<file path="src/rtl/exc_pkg.sv">
package exc_pkg;
  localparam int XLEN     = 32;
  localparam int CODE_W   = 4;
  localparam int CODE_LSB = 2;
  localparam int PEND_LSB = 8;
  localparam int SEL_W    = 5;
  localparam int PC_STEP  = 4;

  localparam logic [SEL_W-1:0] SEL_STATUS = 5'd12;
  localparam logic [SEL_W-1:0] SEL_CAUSE  = 5'd13;
  localparam logic [SEL_W-1:0] SEL_EPC    = 5'd14;

  localparam logic [CODE_W-1:0] CODE_IRQ   = 4'd0;
  localparam logic [CODE_W-1:0] CODE_UNDEF = 4'd10;
  localparam logic [CODE_W-1:0] CODE_OVF   = 4'd12;
endpackage

</file>
<file path="src/rtl/exc_vector_gen.sv">
module exc_vector_gen
  import exc_pkg::*;
#(
  parameter bit              VECTORED     = 1'b0,
  parameter logic [XLEN-1:0] SINGLE_ENTRY = 32'h8000_0180,
  parameter logic [XLEN-1:0] VEC_BASE     = 32'h8000_0000,
  parameter int              SLOT_LOG2    = 5
) (
  input  logic [CODE_W-1:0] code,
  output logic [XLEN-1:0]   handler_pc
);
  generate
    if (VECTORED) begin : g_vectored
      logic [XLEN-1:0] offset;
      always_comb begin
        offset     = {{(XLEN-CODE_W){1'b0}}, code} << SLOT_LOG2;
        handler_pc = VEC_BASE + offset;
      end
    end else begin : g_single
      logic unused_code;
      assign unused_code = ^code;
      assign handler_pc  = SINGLE_ENTRY;
    end
  endgenerate
endmodule

</file>
<file path="src/rtl/exc_state_regs.sv">
module exc_state_regs
  import exc_pkg::*;
#(
  parameter int NUM_IRQ = 6
) (
  input  logic               clk,
  input  logic               rst_n,
  input  logic               exc_valid,
  input  logic [CODE_W-1:0]  exc_code,
  input  logic [XLEN-1:0]    exc_pc,
  input  logic               exc_pc_adv,
  input  logic [XLEN-1:0]    handler_pc,
  input  logic               eret,
  input  logic               status_wr_en,
  input  logic [XLEN-1:0]    status_wr_data,
  input  logic [NUM_IRQ-1:0] irq_lines,
  output logic               kernel_q,
  output logic [XLEN-1:0]    epc_q,
  output logic [XLEN-1:0]    cause_q,
  output logic [XLEN-1:0]    status_q,
  output logic               redirect_valid,
  output logic [XLEN-1:0]    redirect_pc
);
  localparam logic [XLEN-1:0] IRQ_FIELD =
    ((XLEN'(1) << NUM_IRQ) - XLEN'(1)) << PEND_LSB;
  localparam logic [XLEN-1:0] STATUS_WMASK = IRQ_FIELD | XLEN'(1);

  logic [CODE_W-1:0]  code_q;
  logic [NUM_IRQ-1:0] pend_q;
  logic [XLEN-1:0]    epc_next;

  assign epc_next = exc_pc_adv ? (exc_pc - XLEN'(PC_STEP)) : exc_pc;

  always_ff @(posedge clk or negedge rst_n) begin
    if (!rst_n) begin
      kernel_q       <= 1'b1;
      epc_q          <= '0;
      code_q         <= '0;
      pend_q         <= '0;
      status_q       <= '0;
      redirect_valid <= 1'b0;
      redirect_pc    <= '0;
    end else begin
      pend_q         <= irq_lines;
      redirect_valid <= 1'b0;
      if (exc_valid) begin
        epc_q          <= epc_next;
        code_q         <= exc_code;
        kernel_q       <= 1'b1;
        redirect_valid <= 1'b1;
        redirect_pc    <= handler_pc;
      end else if (eret) begin
        kernel_q       <= 1'b0;
        redirect_valid <= 1'b1;
        redirect_pc    <= epc_q;
      end
      if (status_wr_en && kernel_q)
        status_q <= status_wr_data & STATUS_WMASK;
    end
  end

  always_comb begin
    cause_q = '0;
    cause_q[CODE_LSB +: CODE_W]   = code_q;
    cause_q[PEND_LSB +: NUM_IRQ]  = pend_q;
  end
endmodule

</file>
<file path="src/rtl/exc_read_port.sv">
module exc_read_port
  import exc_pkg::*;
(
  input  logic             rd_en,
  input  logic [SEL_W-1:0] rd_sel,
  input  logic             kernel,
  input  logic [XLEN-1:0]  status_q,
  input  logic [XLEN-1:0]  cause_q,
  input  logic [XLEN-1:0]  epc_q,
  output logic [XLEN-1:0]  rd_data,
  output logic             priv_fault
);
  always_comb begin
    rd_data    = '0;
    priv_fault = rd_en && !kernel;
    if (rd_en && kernel) begin
      case (rd_sel)
        SEL_STATUS: rd_data = status_q;
        SEL_CAUSE:  rd_data = cause_q;
        SEL_EPC:    rd_data = epc_q;
        default:    rd_data = '0;
      endcase
    end
  end
endmodule

</file>
<file path="src/rtl/exc_status_unit.sv">
module exc_status_unit
  import exc_pkg::*;
#(
  parameter int              NUM_IRQ      = 6,
  parameter bit              VECTORED     = 1'b0,
  parameter logic [31:0]     SINGLE_ENTRY = 32'h8000_0180,
  parameter logic [31:0]     VEC_BASE     = 32'h8000_0000
) (
  input  logic               clk,
  input  logic               rst_n,
  input  logic               exc_valid,
  input  logic [3:0]         exc_code,
  input  logic [31:0]        exc_pc,
  input  logic               exc_pc_adv,
  input  logic               eret,
  input  logic               cp_rd_en,
  input  logic [4:0]         cp_rd_sel,
  output logic [31:0]        cp_rd_data,
  output logic               priv_fault,
  input  logic               status_wr_en,
  input  logic [31:0]        status_wr_data,
  input  logic [NUM_IRQ-1:0] irq_lines,
  output logic               irq_req,
  output logic               kernel_mode,
  output logic               redirect_valid,
  output logic [31:0]        redirect_pc
);
  logic [XLEN-1:0] handler_pc;
  logic [XLEN-1:0] epc_q, cause_q, status_q;
  logic            kernel_q;

  exc_vector_gen #(
    .VECTORED(VECTORED), .SINGLE_ENTRY(SINGLE_ENTRY),
    .VEC_BASE(VEC_BASE), .SLOT_LOG2(5)
  ) u_vec (
    .code(exc_code), .handler_pc(handler_pc)
  );

  exc_state_regs #(.NUM_IRQ(NUM_IRQ)) u_regs (
    .clk(clk), .rst_n(rst_n),
    .exc_valid(exc_valid), .exc_code(exc_code),
    .exc_pc(exc_pc), .exc_pc_adv(exc_pc_adv),
    .handler_pc(handler_pc), .eret(eret),
    .status_wr_en(status_wr_en), .status_wr_data(status_wr_data),
    .irq_lines(irq_lines),
    .kernel_q(kernel_q), .epc_q(epc_q), .cause_q(cause_q),
    .status_q(status_q),
    .redirect_valid(redirect_valid), .redirect_pc(redirect_pc)
  );

  exc_read_port u_rd (
    .rd_en(cp_rd_en), .rd_sel(cp_rd_sel), .kernel(kernel_q),
    .status_q(status_q), .cause_q(cause_q), .epc_q(epc_q),
    .rd_data(cp_rd_data), .priv_fault(priv_fault)
  );

  assign kernel_mode = kernel_q;
  assign irq_req = !kernel_q && status_q[0] &&
                   |(cause_q[PEND_LSB +: NUM_IRQ] & status_q[PEND_LSB +: NUM_IRQ]);
endmodule

</file>
<file path="config.mk">
export PLATFORM = sky130hd
export DESIGN_NAME = exc_status_unit
export DESIGN_NICKNAME = d
export VERILOG_FILES = /design/src/rtl/exc_pkg.sv /design/src/rtl/exc_vector_gen.sv /design/src/rtl/exc_state_regs.sv /design/src/rtl/exc_read_port.sv /design/src/rtl/exc_status_unit.sv
export SDC_FILE = /design/constraint.sdc
export NUM_CORES = 1
export LEC_CHECK = 0
export ABC_AREA = 1
export BUFFER_PORTS_ARGS = -buffer_cell sky130_fd_sc_hd__buf_2
export CAP_MARGIN = 15
export CORE_ASPECT_RATIO = 0.9
export CORE_MARGIN = 8
export CORE_UTILIZATION = 40
export DETAILED_ROUTE_END_ITERATION = 12
export PLACE_DENSITY = 0.66
export SLEW_MARGIN = 10
export SYNTH_ARGS = -nofsm -noshare
export SYNTH_HDL_FRONTEND = slang
export SYNTH_SLANG_ARGS = --single-unit
</file>
<file path="constraint.sdc">
create_clock -name clk -period 3.75 [get_ports clk]
set_clock_uncertainty 0.15 [all_clocks]
set_input_delay 0.5625 -clock clk [delete_from_list [all_inputs] [get_ports clk]]
set_output_delay 0.5625 -clock clk [all_outputs]
set_load 0.02 [all_outputs]
</file>
==> Word-level counts from Yosys, hierarchy flattened <==
Cells that the tools add are included.
{ "op_classes": {"addsub": 1, "n_mul": 0, "div": 0, "order_cmp": 0, "eq_ne": 3, "shift": 0, "n_mux": 9, "bitwise": 1, "n_reduce_logical": 8} }
{ "op_table": {"columns": ["cell", "n"], "rows": [
  ["2-to-1 mux 32 bit", 4],
  ["one-hot mux 32 bit (3 select lines)", 1],
  ["subtractor 32 x 3 -> 32 bit, second input constant", 1],
  ["equality test 5 x 4 -> 1 bit, second input constant", 3],
  ["bitwise AND 6 bit", 1],
  ["OR reduction 6 bit", 1],
  ["logical AND 1 bit", 5],
  ["2-to-1 mux 1 bit", 4],
  ["nonzero test 2 bit", 1],
  ["zero test 1 bit", 1]
]} }
{ "word_totals": {"ff_bits": 83, "latch_bits": 0, "mem_bits_rw": 0, "mem_bits_ro": 0, "input_bits": 86, "out_inout_bits": 68, "elab_cells": 29, "n_memories": 0} }

==> Longest topological paths before layout <==
Gate-level depths: netlist (run 1).
{ "depth": {"ltp_word": 3, "mapped_depth": 12, "depth_no_buf": 12} }

==> Cells and area by module <==
From an unflattened synthesis (run 1), not the netlist that was laid out.
{ "hier_totals": {"hier_cells": 836, "area_unflattened_um2": 5821.8} }
{ "by_module_without_submodules": {"columns": ["module", "instances", "cells_per_inst", "area_each_um2"], "rows": [
  ["exc_state_regs", 1, 560, 4435.5],
  ["exc_read_port", 1, 228, 1084.8],
  ["exc_vector_gen", 1, 34, 247.7],
  ["exc_status_unit", 1, 14, 53.8]
]} }

==> Worst setup path after synthesis (run 1) <==
OpenSTA, ideal clock, no wires.
{ "synth_path": {"kind": "input to output", "from": "input cp_rd_sel[3]", "to": "output cp_rd_data[15]", "t_arrival_ns": 1.541, "t_required_ns": 3.037, "setup_slack_ns": 1.496, "cell_stages": 5, "n_path_buf": 1, "cell_sequence": "nand2_1 nor2_1 nand3_1 clkbuf_1 nor3_1"} }
{ "synth_via": {"elab_chain_cells": 3, "elab_cells_between_ends": 5} }
{ "synth_lines": {"columns": ["item", "line", "rtl"], "rows": [
  ["start: declaration", "exc_status_unit.sv:17", "input logic [4:0] cp_rd_sel,"],
  ["equality test 5 x 4 -> 1 bit", "exc_read_port.sv:17", "case (rd_sel)"],
  ["one-hot mux 32 bit (3 select lines) (*)", "exc_read_port.sv:17", null],
  ["2-to-1 mux 32 bit (*)", "exc_read_port.sv:16", "if (rd_en && kernel) begin"],
  ["end: declaration", "exc_status_unit.sv:18", "output logic [31:0] cp_rd_data,"]
]} }
Mark *: on every way between the ends. The rest lies on a longest branch, timed or not.

==> Worst setup path in the final report (run 1) <==
{ "layout_path": {"from": "register u_regs.kernel_q", "to": "output cp_rd_data[10]"} }
{ "layout_via": {"elab_chain_cells": 2} }
{ "layout_lines": {"columns": ["item", "line", "rtl"], "rows": [
  ["start: declaration", "exc_state_regs.sv:17", "output logic kernel_q,"],
  ["start signal: assignment", "exc_state_regs.sv:36", "kernel_q <= 1'b1;"],
  ["start signal: assignment", "exc_state_regs.sv:49", "kernel_q <= 1'b1;"],
  ["start signal: assignment", "exc_state_regs.sv:53", "kernel_q <= 1'b0;"],
  ["logical AND 1 bit", "exc_read_port.sv:16", null],
  ["2-to-1 mux 32 bit", "exc_read_port.sv:16", null]
]} }
No other way between the ends.

==> qor.yml, run 1 <==
synthToLayoutAreaGrowth_pct: 23.4
gr-total-overflow: 0
syn_nets: 706
setup.worst_path.start: "u_regs.kernel_q$_DFFE_PN1P_"
r2r_end: "u_regs.status_q[0]$_DFFE_PN0P_"
critPathArrivalTime_ns: 2.33
min-delay-start: "irq_lines[5]"
r2r-start: "u_regs.kernel_q$_DFFE_PN1P_"
cts_tree: "done"
dieWidth_um: 128
cellLeakagePower_nw: 3.02
drt_wl_total_mm: 13.5
hold_path_end: "u_regs.pend_q[5]$_DFF_PN0_"
start_util_pct: 40.5
clockBufferDepth: 2
place_hpwl_mm: 10.2
postSynthAreaPerCell_um2: 7.36
ys_ff_latch: 83
min_path_cells: 1
worst_slew_pin_slew_ns: 1.03
synthArstFlopShare_pct: 100
yosys-top-cells-count: "112 x inv_1, 111 x nand2_1, 82 x dfrtp_1"
io_buffers: 128
grt_setup_unrepaired: "false"
cts-root-buf: "clkbuf_16"
min_period_ns: 3.05
grtUsageTotal_pct: 18.2
ys.warnings.count: 0
yosysTopAreaCellShare_pct: 45.1
ir_drop_mv: 0.231
worstRegToRegCells: 2
p_total_mw: 2.24
vias: 4407
die-area_um2: 15100
reg2reg_slack_ns: 2.26
cp.required_ns: 3.04
post_cts_buffers: 0
routed_via_density: 4.90
drc: 0
status: "finished, final reports clean"
n_fill_cell: 1148
drt-initial-drc-count: 351
clock-sinks: 83
core_um2: 11200
cts_made_buffers: 9
synth_edf_count: 0
clkTransAtPathRegs_ns: 0.06
hold_class: "input port to flop"
drv_slew: 0
num_rows: 37
regArea_um2: 2080
first_pass_iters: 5
timing.final.crit_share_pct: 81.2
gp_congestion: 0.869
diodes: 0
critPathCaptureType: "output port"
seq_area_frac_synth_pct: 45.6
ioPinCount: 154
netlist_area_um2: 4550
grt_pass1_wl_mm: 21.4
htree_levels: 3
grt_max_degree: 84
cts_resized: 0
multiInputGateArea_um2: 1920
crit_type: "flop to output port"
timing.hold.ws_ns: 0.178
syn_inst: 619
path_max_fanout: 20
hold_viol: 0
synth_area_leaders: "dfrtp_1 45%, inv_1 9.2%, nand2_1 9.2%, o21ai_0 6.6%, nand3_1 6.5%"
final_nets: 825
grt_pass1_vias: 4272
yosys.area.top_type: "dfrtp_1"
drive_gt1_share_pct: 23.3
start_kind: "flop"
setup_viol: 0
yosysMostFrequentCell: "inv_1"
ctsHoldBuffers: 0
routedWlPerCell_um: 15.0
clk_latency_ns: 0.33
synthFlopType: "dfrtp_1"
maxCapViolations: 0
setup_tns_ns: 0
antenna_found_initial: 0
die_h_um: 117
max_freq_mhz: 328
ys_types: 33
slew_headroom_pct: 31.1
ant_nets: 0
power.density_nw_per_um2: 398
-- cells by family (layout without fill, tap and decap cells) --
logic type               Yosys count  count (layout)  synth area share (%)
AO/OA/AOI/OAI                    102             102                  11.8
XOR/XNOR                           4               4                 0.769
adder cells (fa/ha/maj)            1               1                 0.275
buffers and inverters            140             264                  12.1
flip-flops                        83              83                  45.6
multiplexers                       1               1                 0.247
AND/OR/NAND/NOR                  288             288                  29.1
-- power breakdown --
part	switching, mW	total (mW)	internal [mW]
Clock	0.341	0.893	0.552
Sequential	0.0450	1.01	0.969
Combinational	0.224	0.329	0.105
Total	0.610	2.24	1.63
-- stage by stage --
| stage | cells | cell area (um^2) | utilization (%) | worst slack, ns |
|---|---|---|---|---|
| finish | 899 | 5620 | 49.9 | 0.705 |
| global route | 899 | 5620 | 49.9 | 0.510 |
| CTS | 898 | 5610 | 49.8 | 0.678 |
| detailed placement | 882 | 5310 | 47.2 | 0.724 |
| global placement | 882 | 5310 | 47.2 | 0.785 |
| floorplan | 619 | 4550 | - | 1.50 |
-- state kept, by name, summed over array words and instances, names as in the netlist --
register	count
u_regs.epc_q	32
u_regs.redirect_pc	32
u_regs.status_q	7
u_regs.pend_q	6
u_regs.code_q	4
u_regs.kernel_q	1
u_regs.redirect_valid	1
-- layer usage --
layer / track usage [%] / vias to the layer above / wire (um)
met4: 6.17 / 0 / 180
met5: 0 / - / 0
li1: - / 2185 / -
met1: 25.2 / 2089 / 6510
met2: 27.7 / 120 / 6040
met3: 3.94 / 13 / 779
-- critical path: stages, from the launching register on --
cell	delay, ns
dfstp_2	0.57
nand2_1	0.30
inv_1	0.63
o21ai_0	0.24
inv_1	0.09
buf_2	0.16
-- final cells by class --
| cell class | count | area share [%] |
|---|---|---|
| sequential | 83 | 37.0 |
| multi-input combinational | 396 | 34.3 |
| timing repair buffer | 134 | 12.3 |
| inverter | 114 | 7.62 |
| clock buffer | 14 | 4.70 |
| tap | 156 | 3.48 |
| clock inverter | 2 | 0.624 |
-- cell usage in the layout, fill, tap and decap left out, types with 2 or more instances in the layout --
master	netlist	final
o21ai_1	5	5
dfrtp_1	82	82
nand2_2	5	5
clkbuf_1	16	3
xor2_1	4	4
buf_2	6	127
a21oi_1	19	19
buf_4	2	6
clkbuf_16	0	9
nand4_1	10	10
nand2_4	3	3
o21ai_0	60	60
o21bai_1	3	3
nor3_1	10	10
nor2_1	74	74
clkbuf_8	1	2
nor2_2	4	4
nand2_1	111	111
nor2_4	8	8
inv_1	112	112
o22ai_1	13	13
nand3_1	59	59
-- how the worst max path moves through the flow --
stage,to,slack [ns],cells after the start
2_1_floorplan,cp_rd_data[15],1.50,5
3_3_place_gp,cp_rd_data[5],0.79,8
3_5_place_dp,cp_rd_data[5],0.72,8
4_1_cts,cp_rd_data[10],0.68,5
5_1_grt,cp_rd_data[1],0.51,5
6_report,cp_rd_data[10],0.70,5
No activity file was read; power rests on OpenSTA's default activity.
==> run 2, diff against run 1 <==
==> constraint.sdc (replaced) <==
create_clock -name clk -period 3 [get_ports clk]
set_clock_uncertainty 0.15 [all_clocks]
set_input_delay 0.45 -clock clk [delete_from_list [all_inputs] [get_ports clk]]
set_output_delay 0.45 -clock clk [all_outputs]
set_load 0.02 [all_outputs]
==> run 2 against run 1 <==
  * Flip-flop and latch count did not move
  * Sequential power rose by 26%
  * Routed wire length fell by 0.11%
  * Largest cell class unchanged
  * Global-route usage barely moved
  * First-iteration DRC count rose by 3.7%
==> qor.yml, run 2 (synthesis gave the netlist of run 1 again) <==
status: "finished, final reports clean"
utilization_pct: 50.1  # +0.16 points
grt_max_degree: 52  # -38%
crit_type: "flop to output port"
drive_gt1_share_pct: 23.4  # +0.072 points
p_total_mw: 2.78  # +24%
diodes: 0  # unchanged
maxCapViolations: 0  # unchanged
antenna_found_initial: 0  # unchanged
mostFrequentLayoutCells: "127 x buf_2, 112 x inv_1, 111 x nand2_1"
grt_setup_unrepaired: "false"
grt_pass1_vias: 4393  # +2.8%
ant_nets: 0  # unchanged
cts_made_buffers: 9  # unchanged
gp_congestion: 0.874  # +0.52%
critPathArrivalTime_ns: 1.99  # -0.34 ns
largestRegisters: "u_regs.epc_q x32, u_regs.redirect_pc x32, u_regs.status_q x7"
worstPathCellList: "nand2_1 > inv_1 > nand2_1 > nor2_1 > buf_2"
hold_class: "input port to flop"
clk_latency_ns: 0.33  # about the same
start_kind: "flop"
hold_viol: 0  # unchanged
place_hpwl_mm: 10.4  # +1.6%
worst_slew_pin_slew_ns: 0.655  # -0.379 ns
htree_levels: 3  # unchanged
drc: 0  # unchanged
grtUsageTotal_pct: 18.2  # +0.025 points
vias: 4405  # -0.045%
power.density_nw_per_um2: 493  # +24%
dp_worst_setup_slack_ns: 0.695  # -0.0294 ns
drt-initial-drc-count: 364  # +3.7%
dieWidth_um: 128  # unchanged
setup_tns_ns: 0  # unchanged
final_nets: 827  # +0.24%
io_buffers: 128  # unchanged
multiInputGateArea_um2: 1920  # unchanged
timing.final.crit_share_pct: 86.4
max_freq_mhz: 386
ir_drop_mv: 0.295  # +28%
num_rows: 37  # unchanged
first_pass_iters: 5  # unchanged
gr-total-overflow: 0  # unchanged
clockBufferDepth: 2  # unchanged
critPathMaxStageDelay_ns: 0.58  # -0.05 ns
cp_slowest_cell: "dfstp_2"
cts-root-buf: "clkbuf_16"
slew_headroom_pct: 56.3  # +25 points
cellLeakagePower_nw: 3.03  # +0.30%
clock-sinks: 83  # unchanged
routedWlPerCell_um: 15.0  # -0.33%
ioPinCount: 154  # unchanged
critPathTopFamily: "buffers and inverters"
die-area_um2: 15100  # unchanged
drt_wl_total_mm: 13.5  # -0.11%
core_um2: 11200  # unchanged
synthToLayoutAreaGrowth_pct: 23.7
grt_pass1_wl_mm: 21.7  # +1.6%
die_h_um: 117  # unchanged
n_fill_cell: 1134  # -1.2%
path_max_fanout: 20  # unchanged
regArea_um2: 2080  # unchanged
cts_tree: "done"
timing.hold.ws_ns: 0.0722  # -0.105 ns
critical_path_buf_inv_count: 2  # -1
start_util_pct: 40.5  # unchanged
fin_ws_ns: 0.409  # -0.296 ns
setup_viol: 0  # unchanged
min_period_ns: 2.59
routed_via_density: 4.89  # -0.27%
clkTransAtPathRegs_ns: 0.06  # about the same
final_common_cell: "buf_2"
cp.required_ns: 2.40  # -0.64 ns
path_common_cell: "nand2_1"
critPathCaptureType: "output port"
drv_slew: 0  # unchanged
## run 2: cell count changes in the layout (fill, tap and decap cells not counted), sizes merged
cell         before  now
buf             134  135
clkbuf           14   13
clkinv            2    3
dlygate4sd3       0    1
## run 2: per-layer routing
layer  GRT usage (%)  wire (um)
met4            4.98        127
met3            3.62        837
met5               0          0
met2            28.2       6050
met1            25.5       6480
## run 2: layout make-up
cell class              count  area share [%]
repair buffers            136            12.7
clock inverters             3           0.711
multi-input cells         396            34.2
clock buffers              13            4.44
flip-flops and latches     83            36.9
inverters                 114            7.59
well taps                 156            3.46
## run 2: worst paths after layout
kind,cells after the start,start,endpoint,slack (ns)
setup reg to reg,2,u_regs.kernel_q$_DFFE_PN1P_,u_regs.status_q[0]$_DFFE_PN0P_,1.53
max in group asynchronous,3,rst_n,u_regs.kernel_q$_DFFE_PN1P_,1.55
hold / removal,1,irq_lines[1],u_regs.pend_q[1]$_DFF_PN0_,0.07
setup / recovery,5,u_regs.kernel_q$_DFFE_PN1P_,cp_rd_data[7],0.41
min in group asynchronous,2,rst_n,u_regs.code_q[3]$_DFFE_PN0P_,0.47
hold reg to reg,2,u_regs.epc_q[1]$_DFFE_PN0P_,u_regs.epc_q[1]$_DFFE_PN0P_,0.36
## run 2: metrics by stage
step           cells  instance area, um^2
2_1_floorplan    619                 4550
3_3_place_gp     884                 5330
3_5_place_dp     884                 5330
4_1_cts          901                 5630
5_1_grt          901                 5630
6_report         901                 5630
## run 2: where the power goes
group	internal [mW]	switching [mW]
Sequential	1.21	0.0553
Combinational	0.135	0.281
Clock	0.666	0.429
## run 2: repair_timing
item | 4_1_cts | 5_1_grt
setup endpoints to repair | 0 | 0
hold buffers | 1 | 0
hold endpoints to repair | 37 | 0
resized for setup | 0 | 0
setup buffers | 0 | 0
==> run 3, diff against run 2 <==
--- a/config.mk
+++ b/config.mk
@@ -8,12 +8,12 @@
 export ABC_AREA = 1
 export BUFFER_PORTS_ARGS = -buffer_cell sky130_fd_sc_hd__buf_2
 export CAP_MARGIN = 15
-export CORE_ASPECT_RATIO = 0.9
+export CORE_ASPECT_RATIO = 2
 export CORE_MARGIN = 8
 export CORE_UTILIZATION = 40
 export DETAILED_ROUTE_END_ITERATION = 12
-export PLACE_DENSITY = 0.66
 export SLEW_MARGIN = 10
 export SYNTH_ARGS = -nofsm -noshare
 export SYNTH_HDL_FRONTEND = slang
+export SYNTH_HIERARCHICAL = 1
 export SYNTH_SLANG_ARGS = --single-unit
==> run 3 against run 2 <==
  * Clock power is essentially flat
  * Sequential power about the same
  * Worst setup slack gained 0.27 ns
  * Hold slack worse by 0.011 ns
  * Design area grew 18%
  * Largest cell class is now multi-input combinational cells
==> qor.yml, run 3 <==
status: "finished, final reports clean"
clk_latency_ns: 0.34  # about the same
min_period_ns: 2.32  # -0.273 ns
grt_pass1_wl_mm: 26.3  # +21%
grt_setup_unrepaired: "false"
diodes: 0  # unchanged
cts_made_buffers: 9  # unchanged
routedWlPerCell_um: 14.1  # -6.1%
fin_ws_ns: 0.682  # +0.273 ns
critPathMaxStageDelay_ns: 0.58  # about the same
drive_gt1_share_pct: 19.5  # -3.8 points
setup_tns_ns: 0  # unchanged
r2r-start: "u_regs/kernel_q$_DFFE_PN1P_"
grt_pass1_vias: 5094  # +16%
place_inst: 1123  # +27%
grtUsageTotal_pct: 17.5  # -0.75 points
synthToLayoutAreaGrowth_pct: 13.7
power.density_nw_per_um2: 451  # -8.6%
min_path_cells: 1  # unchanged
crit_type: "flop to output port"
core_um2: 14300  # +27%
critPathCaptureType: "output port"
num_rows: 62  # +68%
routed_via_density: 4.58  # -6.3%
final_nets: 1030  # +25%
cts_tree: "done"
critPathArrivalTime_ns: 1.72  # -0.27 ns
timing.hold.ws_ns: 0.0614  # -0.0108 ns
yosysMostFrequentCell: "nand2_1"
cts_resized: 0  # unchanged
final_common_cell: "nand2_1"
ioPinCount: 154  # unchanged
yosys-top-cells-count: "245 x nand2_1, 158 x nand3_1, 85 x buf_4"
ys_ff_latch: 83  # unchanged
critPathTopFamily: "flip-flops"
min-delay-start: "irq_lines[1]"
ir_drop_mv: 0.282  # -4.1%
die-area_um2: 18900  # +26%
syn_inst: 836  # +35%
max_freq_mhz: 431  # +12%
worstRegToRegCells: 2  # unchanged
synthArstFlopShare_pct: 100  # unchanged
cp_slowest_cell: "dfstp_2"
ys_types: 31  # -6.1%
ys.warnings.count: 6  # +6
maxCapViolations: 0  # unchanged
finalNonFillerCells: 1140  # +27%
hold_viol: 0  # unchanged
start_kind: "flop"
ant_nets: 0  # unchanged
setup_viol: 0  # unchanged
timing.final.crit_share_pct: 77.3  # -9.1 points
reg2reg_slack_ns: 1.59  # +0.06 ns
hold_class: "input port to flop"
yosysTopAreaCellShare_pct: 35.2  # -9.8 points
largestRegisters: "u_regs/epc_q x32, u_regs/redirect_pc x32, u_regs/status_q x7"
clkTransAtPathRegs_ns: 0.07  # about the same
r2r_end: "u_regs/status_q[9]$_DFFE_PN0P_"
drv_slew: 0  # unchanged
path_max_fanout: 32  # +60%
grt_max_degree: 65  # +25%
yosys.area.top_type: "dfrtp_1"
synth_edf_count: 0  # unchanged
io_buffers: 128  # unchanged
vias: 5220  # +19%
htree_levels: 3  # unchanged
worst_slew_pin_slew_ns: 0.697  # +0.0422 ns
utilization_pct: 46.4  # -3.7 points
postSynthAreaPerCell_um2: 6.96  # -5.3%
clockBufferDepth: 2  # unchanged
place_hpwl_mm: 12.3  # +18%
cp.required_ns: 2.40  # about the same
synthFlopType: "dfrtp_1"
hold_path_end: "u_regs/pend_q[1]$_DFF_PN0_"
first_pass_iters: 4  # -1
die_h_um: 187  # +59%
drc: 0  # unchanged
dp_worst_setup_slack_ns: 0.735  # +0.0399 ns
gp_congestion: 0.907  # +3.7%
worstPathCellList: "nand2_1 > inv_1 > buf_4 > nand2_1 > inv_1 > buf_2"
mostFrequentLayoutCells: "245 x nand2_1, 158 x nand3_1, 127 x buf_2"
antenna_found_initial: 0  # unchanged
drt_wl_total_mm: 16.0  # +19%
start_util_pct: 40.8  # +0.31 points
cellLeakagePower_nw: 3.55  # +17%
gr-total-overflow: 0  # unchanged
cts-root-buf: "clkbuf_16"
seq_area_frac_synth_pct: 35.7  # -9.9 points
netlist_area_um2: 5820  # +28%
slew_headroom_pct: 53.5  # -2.8 points
drt-initial-drc-count: 266  # -27%
critical_path_buf_inv_count: 4  # +2
synth_area_leaders: "dfrtp_1 35%, nand2_1 16%, nand3_1 14%, buf_4 11%, inv_1 4.8%"
dieWidth_um: 101  # -21%
clock-sinks: 83  # unchanged
run 3: cell count changes after synthesis, sizes merged, moves of 11 or more:
cell / previous run / this run
nor2: 87 / 64
a21oi: 19 / 5
buf: 9 / 112
o211ai: 0 / 32
inv: 113 / 78
nand2: 119 / 249
clkbuf: 17 / 6
nand3: 60 / 161
o22ai: 13 / 0
o21ai: 66 / 20
run 3: cell families (layout without fill, tap and decap cells):
logic type	count (synthesis)	in the layout	synth area share (%)
DFF	83	83	35.7
AOI/OAI and AO/OA	60	60	6.66
buffers and inverters	198	234	18.8
xor gates and xnor gates	1	1	0.150
other	3	79	0.193
adders and majority gates	1	1	0.215
muxes	7	7	1.35
and+or+nand+nor	483	483	37.0
run 3: power by group:
group | internal, mW | switching [mW]
Sequential | 1.23 | 0.0730
Combinational | 0.179 | 0.365
Clock | 0.654 | 0.480
Total | 2.07 | 0.918
run 3: repair_timing:
item,in CTS,in global routing
hold buffers,1,0
setup buffers,0,0
hold endpoints to repair,31,0
run 3: worst max-delay path by stage:
stage,from,cells past startpoint,end
floorplan,u_regs/kernel_q$_DFFE_PN1P_,5,cp_rd_data[0]
global placement,cp_rd_sel[3],8,cp_rd_data[5]
detailed placement,cp_rd_sel[2],8,cp_rd_data[5]
CTS,u_regs/kernel_q$_DFFE_PN1P_,6,cp_rd_data[5]
global route,cp_rd_sel[3],8,cp_rd_data[2]
finish,u_regs/kernel_q$_DFFE_PN1P_,6,cp_rd_data[5]
run 3: layout make-up:
cell class | count | area (um^2)
Multi-Input combinational cell | 631 | 2940
Inverter | 80 | 300
Timing Repair Buffer | 138 | 758
Fill cell | 1604 | 7650
Sequential cell | 83 | 2080
Clock buffer | 10 | 229
Clock inverter | 6 | 71.3
Tap cell | 192 | 240
run 3: per-stage QoR:
step                total power, mW  cell area, um^2
floorplan                      1.72             6110
global placement               1.87             6310
detailed placement             1.88             6310
CTS                            3.02             6620
global route                   3.13             6620
finish                         2.98             6620
run 3: metal layers:
metal  vias to the layer above  track usage [%]  share of wire (%)
met3                        12             2.68                3.6
met1                      2374             21.0                 44
met2                        95             30.1                 51
met5                         -                0                  0
li1                       2739                -                  -
met4                         0             6.53                1.8
